### src/rtl/vcfg_unit.sv
module vcfg_unit #(
  parameter int NREG       = 32,
  parameter int NGRP       = 4,
  parameter int TOTAL_BITS = 8192,
  parameter int XLEN       = 32
) (
  input  logic                                clk,
  input  logic                                rst_n,
  input  logic                                cfg_valid,
  input  logic [NGRP*$clog2(NREG+1)-1:0]      cfg_cnt,
  input  logic [NGRP*5-1:0]                   cfg_type,
  output logic                                cfg_err,
  input  logic                                setvl_valid,
  input  logic [XLEN-1:0]                     setvl_req,
  output logic                                rd_valid,
  output logic [XLEN-1:0]                     rd_data,
  output logic [$clog2(TOTAL_BITS/8):0]       vl,
  output logic [$clog2(TOTAL_BITS/8):0]       maxvl,
  input  logic                                acc_valid,
  input  logic [$clog2(NREG)-1:0]             acc_idx,
  output logic                                acc_illegal,
  output logic [4:0]                          acc_type,
  output logic                                zero_valid,
  output logic [$clog2(NREG)-1:0]             zero_idx
);
  localparam int IW   = $clog2(NREG);
  localparam int CW   = $clog2(NREG + 1);
  localparam int SW   = CW + $clog2(NGRP);
  localparam int KMAX = $clog2(TOTAL_BITS / 8);
  localparam int VLW  = KMAX + 1;

  logic [4:0]     type_q [NREG];
  logic [CW-1:0]  nconf_q, zn_q;
  logic [SW-1:0]  bound [NGRP];
  logic [SW-1:0]  total;
  logic [31:0]    wsum;
  logic           bad_type, cfg_ok;
  logic [VLW-1:0] maxvl_d, grant;
  logic           zact_q;
  logic [IW-1:0]  zidx_q;

  always_comb begin
    total    = '0;
    wsum     = '0;
    bad_type = 1'b0;
    for (int g = 0; g < NGRP; g++) begin
      total    = total + SW'(cfg_cnt[g*CW +: CW]);
      bound[g] = total;
      if (cfg_cnt[g*CW +: CW] != '0) begin
        if (cfg_type[g*5 +: 3] > 3'd4 || cfg_type[g*5+3 +: 2] == 2'd3) bad_type = 1'b1;
        wsum = wsum + (32'(cfg_cnt[g*CW +: CW]) << (32'(cfg_type[g*5 +: 3]) + 32'd3));
      end
    end
  end

  assign cfg_ok = cfg_valid && !bad_type && (32'(total) <= NREG);

  always_comb begin
    maxvl_d = (wsum == '0) ? '0 : VLW'(1);
    for (int k = 1; k <= KMAX; k++)
      if (wsum != '0 && (wsum << k) <= 32'(TOTAL_BITS)) maxvl_d = VLW'(1) << k;
  end

  generate
    for (genvar i = 0; i < NREG; i++) begin : g_reg
      logic [4:0] tnext;
      always_comb begin
        tnext = '0;
        for (int g = NGRP - 1; g >= 0; g--)
          if (SW'(i) < bound[g]) tnext = cfg_type[g*5 +: 5];
      end
      always_ff @(posedge clk or negedge rst_n)
        if (!rst_n)      type_q[i] <= '0;
        else if (cfg_ok) type_q[i] <= tnext;
    end
  endgenerate

  assign grant = (setvl_req > XLEN'(maxvl)) ? maxvl : setvl_req[VLW-1:0];

  always_ff @(posedge clk or negedge rst_n) begin
    if (!rst_n) begin
      nconf_q  <= '0;
      maxvl    <= '0;
      vl       <= '0;
      cfg_err  <= 1'b0;
      rd_valid <= 1'b0;
      rd_data  <= '0;
      zact_q   <= 1'b0;
      zidx_q   <= '0;
      zn_q     <= '0;
    end else begin
      cfg_err  <= cfg_valid && !cfg_ok;
      rd_valid <= setvl_valid;
      if (setvl_valid) rd_data <= cfg_ok ? '0 : XLEN'(grant);
      if (cfg_ok) begin
        nconf_q <= CW'(total);
        maxvl   <= maxvl_d;
        vl      <= '0;
        zact_q  <= (total != '0);
        zidx_q  <= '0;
        zn_q    <= CW'(total);
      end else begin
        if (setvl_valid) vl <= grant;
        if (zact_q) begin
          if (CW'(zidx_q) + CW'(1) == zn_q) zact_q <= 1'b0;
          else                              zidx_q <= zidx_q + IW'(1);
        end
      end
    end
  end

  assign zero_valid  = zact_q;
  assign zero_idx    = zidx_q;
  assign acc_illegal = acc_valid && (CW'(acc_idx) >= nconf_q);
  assign acc_type    = (acc_valid && !acc_illegal) ? type_q[acc_idx] : 5'd0;

  AST_VL_BOUND:     assert property (@(posedge clk) disable iff (!rst_n) vl <= maxvl);
  AST_RD_ECHO:      assert property (@(posedge clk) disable iff (!rst_n) rd_valid |-> rd_data == XLEN'(vl));
  AST_MAXVL_POW2:   assert property (@(posedge clk) disable iff (!rst_n) $countones(maxvl) <= 1);
  AST_REJECT_HOLD:  assert property (@(posedge clk) disable iff (!rst_n) cfg_err |-> $stable(maxvl) && $stable(nconf_q));
  AST_ZERO_RANGE:   assert property (@(posedge clk) disable iff (!rst_n) zero_valid |-> CW'(zero_idx) < nconf_q);
  AST_CFG_CLEAR_VL: assert property (@(posedge clk) disable iff (!rst_n) (zero_valid && zero_idx == '0) |-> vl == '0);
endmodule

### config.mk
export PLATFORM = sky130hd
export DESIGN_NAME = vcfg_unit
export DESIGN_NICKNAME = d
export VERILOG_FILES = /design/src/rtl/vcfg_unit.sv
export SDC_FILE = /design/constraint.sdc
export NUM_CORES = 1
export LEC_CHECK = 0
export BUFFER_PORTS_ARGS = -buffer_cell sky130_fd_sc_hd__clkbuf_2
export CORE_MARGIN = 4
export CORE_UTILIZATION = 40
export CTS_CLUSTER_SIZE = 16
export DETAILED_ROUTE_END_ITERATION = 10
export GPL_TIMING_DRIVEN = 0
export PLACE_DENSITY = 0.57
export RECOVER_POWER = 25
export SETUP_SLACK_MARGIN = 0.4
export SYNTH_ARGS = -nofsm -noshare
export SYNTH_HDL_FRONTEND = slang
export SYNTH_SLANG_ARGS = --single-unit
### constraint.sdc
create_clock -name clk -period 4.7 [get_ports clk]
set_clock_uncertainty 0.05 [all_clocks]
set_input_delay 0.94 -clock clk [delete_from_list [all_inputs] [get_ports clk]]
set_output_delay 0.94 -clock clk [all_outputs]
set_load 0.005 [all_outputs]
==> flow_summary_export.csv <==
group,metric,value,unit
global_route,grt_usage,36.13,%
routing,drt-total-wl,114700,um
power,power_density,452.1,nW/um2
routing,route.met2.wl,52300,um
critical_path,startpoint_type,"primary input",
routing,vias,26290,
run,cap_violations,2,
synthesis,yosysTopAreaCellShare,23.10,%
critical_path,crit_family,"compound AO/OA/AOI/OAI gates",
floorplanning,die_w,244.8,um
placed_design,portBuffers,120,
power,leakage,12.37,nW
sta,worst_pin_slew,2.601,ns
sta,fmax,107.8,MHz
placed_design,place_inst,3916,
floorplanning,io_pins,154,
worst_hold_path,hold_path_depth,2,
sta,max-slew-margin-rel,-73.41,%
synthesis,synth_edf_count,0,
routing,viasPerCell,6.352,
power,ir_drop,0.2558,mV
cells_and_area,fill_cells,5331,
synthesis,synth_top_area_cell,"dfrtp_1",
clock_network,clock_sinks,207,
clock_network,clk_pin_slew,0.06,ns
sta,setup_ws,-4.580,ns
clock_network,htree_levels,1,
critical_path,crit_slowest_cell,"or4_4",
routing,wl_met1,45660,um
floorplanning,core-area,55310,um2
worst_hold_path,hold_class,"reg2reg",
routing,dr.pass1.iters,6,
global_route,grt_pass1_vias,24990,
critical_path,crit_type,"in2reg",
global_route,overflow,0,
worst_hold_path,holdCritStartpoint,"type_q[48]",
cells_and_area,area_growth,35.18,%
global_route,grt_pass1_wl,164200,um
sta,rsz0062_at_grt,"yes",
worst_hold_path,holdPathEnd,"type_q[48]",
critical_path,regToRegStartpoint,"maxvl[1]",
cells_and_area,multiInputGateArea,18950,um2
routing,dr_wl_met3,8973,um
cells_and_area,nNetsFinal,3557,
outcome,violations,"capacitance limit, slew limit, setup timing",
clock_network,root_buffer,"clkbuf_16",
synthesis,synth_flop_cell,"dfrtp_1",
cells_and_area,regArea,5180,um2
clock_network,cts_buffers,24,
cells_and_area,drive_above_1_share,32.00,%
critical_path,worstSetupEndpointType,"register",
routing,dr.first_iter.drc_count,2318,
synthesis,ys_seq_elements,207,
sta,period_needed,9.280,ns
floorplanning,dieHeight,244.8,um
floorplanning,die-area,59920,um2
power,total_power,13.71,mW
global_route,antenna_found_initial,5,
clock_network,cts_tree,"yes",
routing,ant_nets,0,
sta,final_hold_viol_count,0,
placed_design,pre_cts_slack,-6.878,ns
routing,drc,0,
synthesis,synthArstFlopShare,100.0,%
sta,slew_viol_final,110,
critical_path,cp.required,5.13,ns
floorplanning,num_rows,86,
critical_path,crit_fanout,3,
critical_path,timing.rr.end,"rd_data[6]",
critical_path,r2r_cells,19,
critical_path,worst_ep_arrival_time,9.71,ns
synthesis,syn_area_per_cell,7.409,um2
outcome,status,"finished, violations left",
global_route,grt_max_degree,106,
routing,highest_layer,"met5",
synthesis,synth_warnings,0,
synthesis,netlist_instances,3027,
synthesis,yosys.cell_types.count,104,
cells_and_area,final_cells,4139,
clock_network,cts_buffer_depth,3,
sta,fin_tns_setup,-183.20,ns
critical_path,reg2reg_slack,0.47,ns
synthesis,synthTopCellsByArea,"dfrtp_1 (23%), nand2_1 (6.9%), o21ai_0 (6.7%)",
sta,setup_viol,206,
synthesis,yosysMostFrequentCell,"nand2_1",
synthesis,ys_seq_area_share,23.10,%
critical_path,max_stage_delay,0.53,ns
routing,post_drt_wl_per_cell,27.71,um
cells_and_area,fin_util,54.81,%
clock_network,insertion_delay,0.54,ns
placed_design,gp_congestion,1.047,
placed_design,hpwl,88500,um
synthesis,ys_top_cells_by_count,"nand2_1 (410), nor2_1 (355), o21ai_0 (298)",
synthesis,syn-cell-area,22430,um2
floorplanning,initial_core_util,40.55,%
critical_path,crit_buf_inv,6,
sta,final.period_utilization,197.4,%
==> layout make-up <==
class | count | area share [%]
timing repair buffer | 300 | 7.817
tap | 748 | 3.087
buffer | 246 | 5.456
clock buffer | 35 | 2.418
inverter | 91 | 1.300
sequential | 207 | 17.09
multi-input combinational | 2503 | 62.52
clock inverter | 6 | 0.2930
antenna | 3 | 0.02476
==> state kept, by name, summed over array words and instances (netlist names) <==
register and cells:
cfg_err 1, maxvl 11, rd_data 11, rd_valid 1, type_q 160, vl 11, zero_idx 5, zero_valid 1
zn_q 6
==> worst min-delay path, delay by kind of cell (launching register included) <==
kind,cells,cell delay (ns)
flops,1,0.34
compound gates,1,0.06
simple gates,1,0.04
==> per-layer routing <==
| layer | up-vias | global-route usage [%] |
|---|---|---|
| met2 | 1332 | 58.57 |
| met4 | 6 | 19.67 |
| li1 | 11750 | - |
| met3 | 339 | 4.872 |
| met5 | - | 0 |
| met1 | 12860 | 46.85 |
==> worst max path at each step <==
stage	depth (start not counted)	start	end	slack, ns
detailed placement	43	cfg_type[5]	maxvl[3]	-6.88
finish	47	cfg_cnt[3]	maxvl[9]	-4.58
global placement	43	cfg_type[5]	maxvl[5]	-6.85
CTS	47	cfg_type[6]	maxvl[9]	-4.33
global route	48	cfg_cnt[3]	maxvl[9]	-4.83
floorplan	48	cfg_type[5]	maxvl[5]	-4.10
==> report_power, final <==
part	total, mW	switching [mW]	internal, mW	leakage, nW
clock	1.96	0.774	1.19	0.404
combinational	8.92	5.27	3.65	9.25
sequential	2.83	0.425	2.40	2.72
==> cells by family after synthesis <==
kind of cell             count (synthesis)  synth area share, %
AND/OR/NAND/NOR                       1051                20.65
flip-flops                             207                23.10
buffers and inverters                  337                6.204
multiplexers                           163                10.36
other                                    1              0.01672
adder cells (fa/ha/maj)                104                5.942
XOR/XNOR                                78                3.080
AO/OA/AOI/OAI                         1086                30.65
==> cell usage in the layout, fill, tap and decap left out, types with 38 or more instances in the layout <==
cell	instances
a211oi_2	53
buf_4	152
inv_1	71
mux2i_1	72
ha_1	70
o21ai_1	207
nor3_1	38
a21oi_2	136
clkbuf_1	129
nor2_1	325
clkbuf_16	41
a22oi_2	59
buf_6	43
o211ai_1	38
a21oi_1	138
xnor2_1	39
nand2_1	397
nand3_1	49
o21ai_0	82
clkbuf_2	136
mux4_2	52
dfrtp_1	207
==> timing repair <==
| action | CTS | global route |
|---|---|---|
| resized for setup | 334 | 409 |
| hold buffers | 0 | 0 |
| cloned | 0 | 5 |
| setup endpoints to repair | 212 | 212 |
| setup buffers | 93 | 81 |
| pin swaps | 119 | 242 |
==> through the flow <==
step | cell area, um2 | hold slack [ns]
CTS | 28210 | 0.4301
global placement | 25160 | 0.4068
global route | 30310 | 0.4497
floorplan | 23620 | 0.3936
detailed placement | 25200 | 0.4169
finish | 30320 | 0.4275
Power figures use the tool's default switching activity.
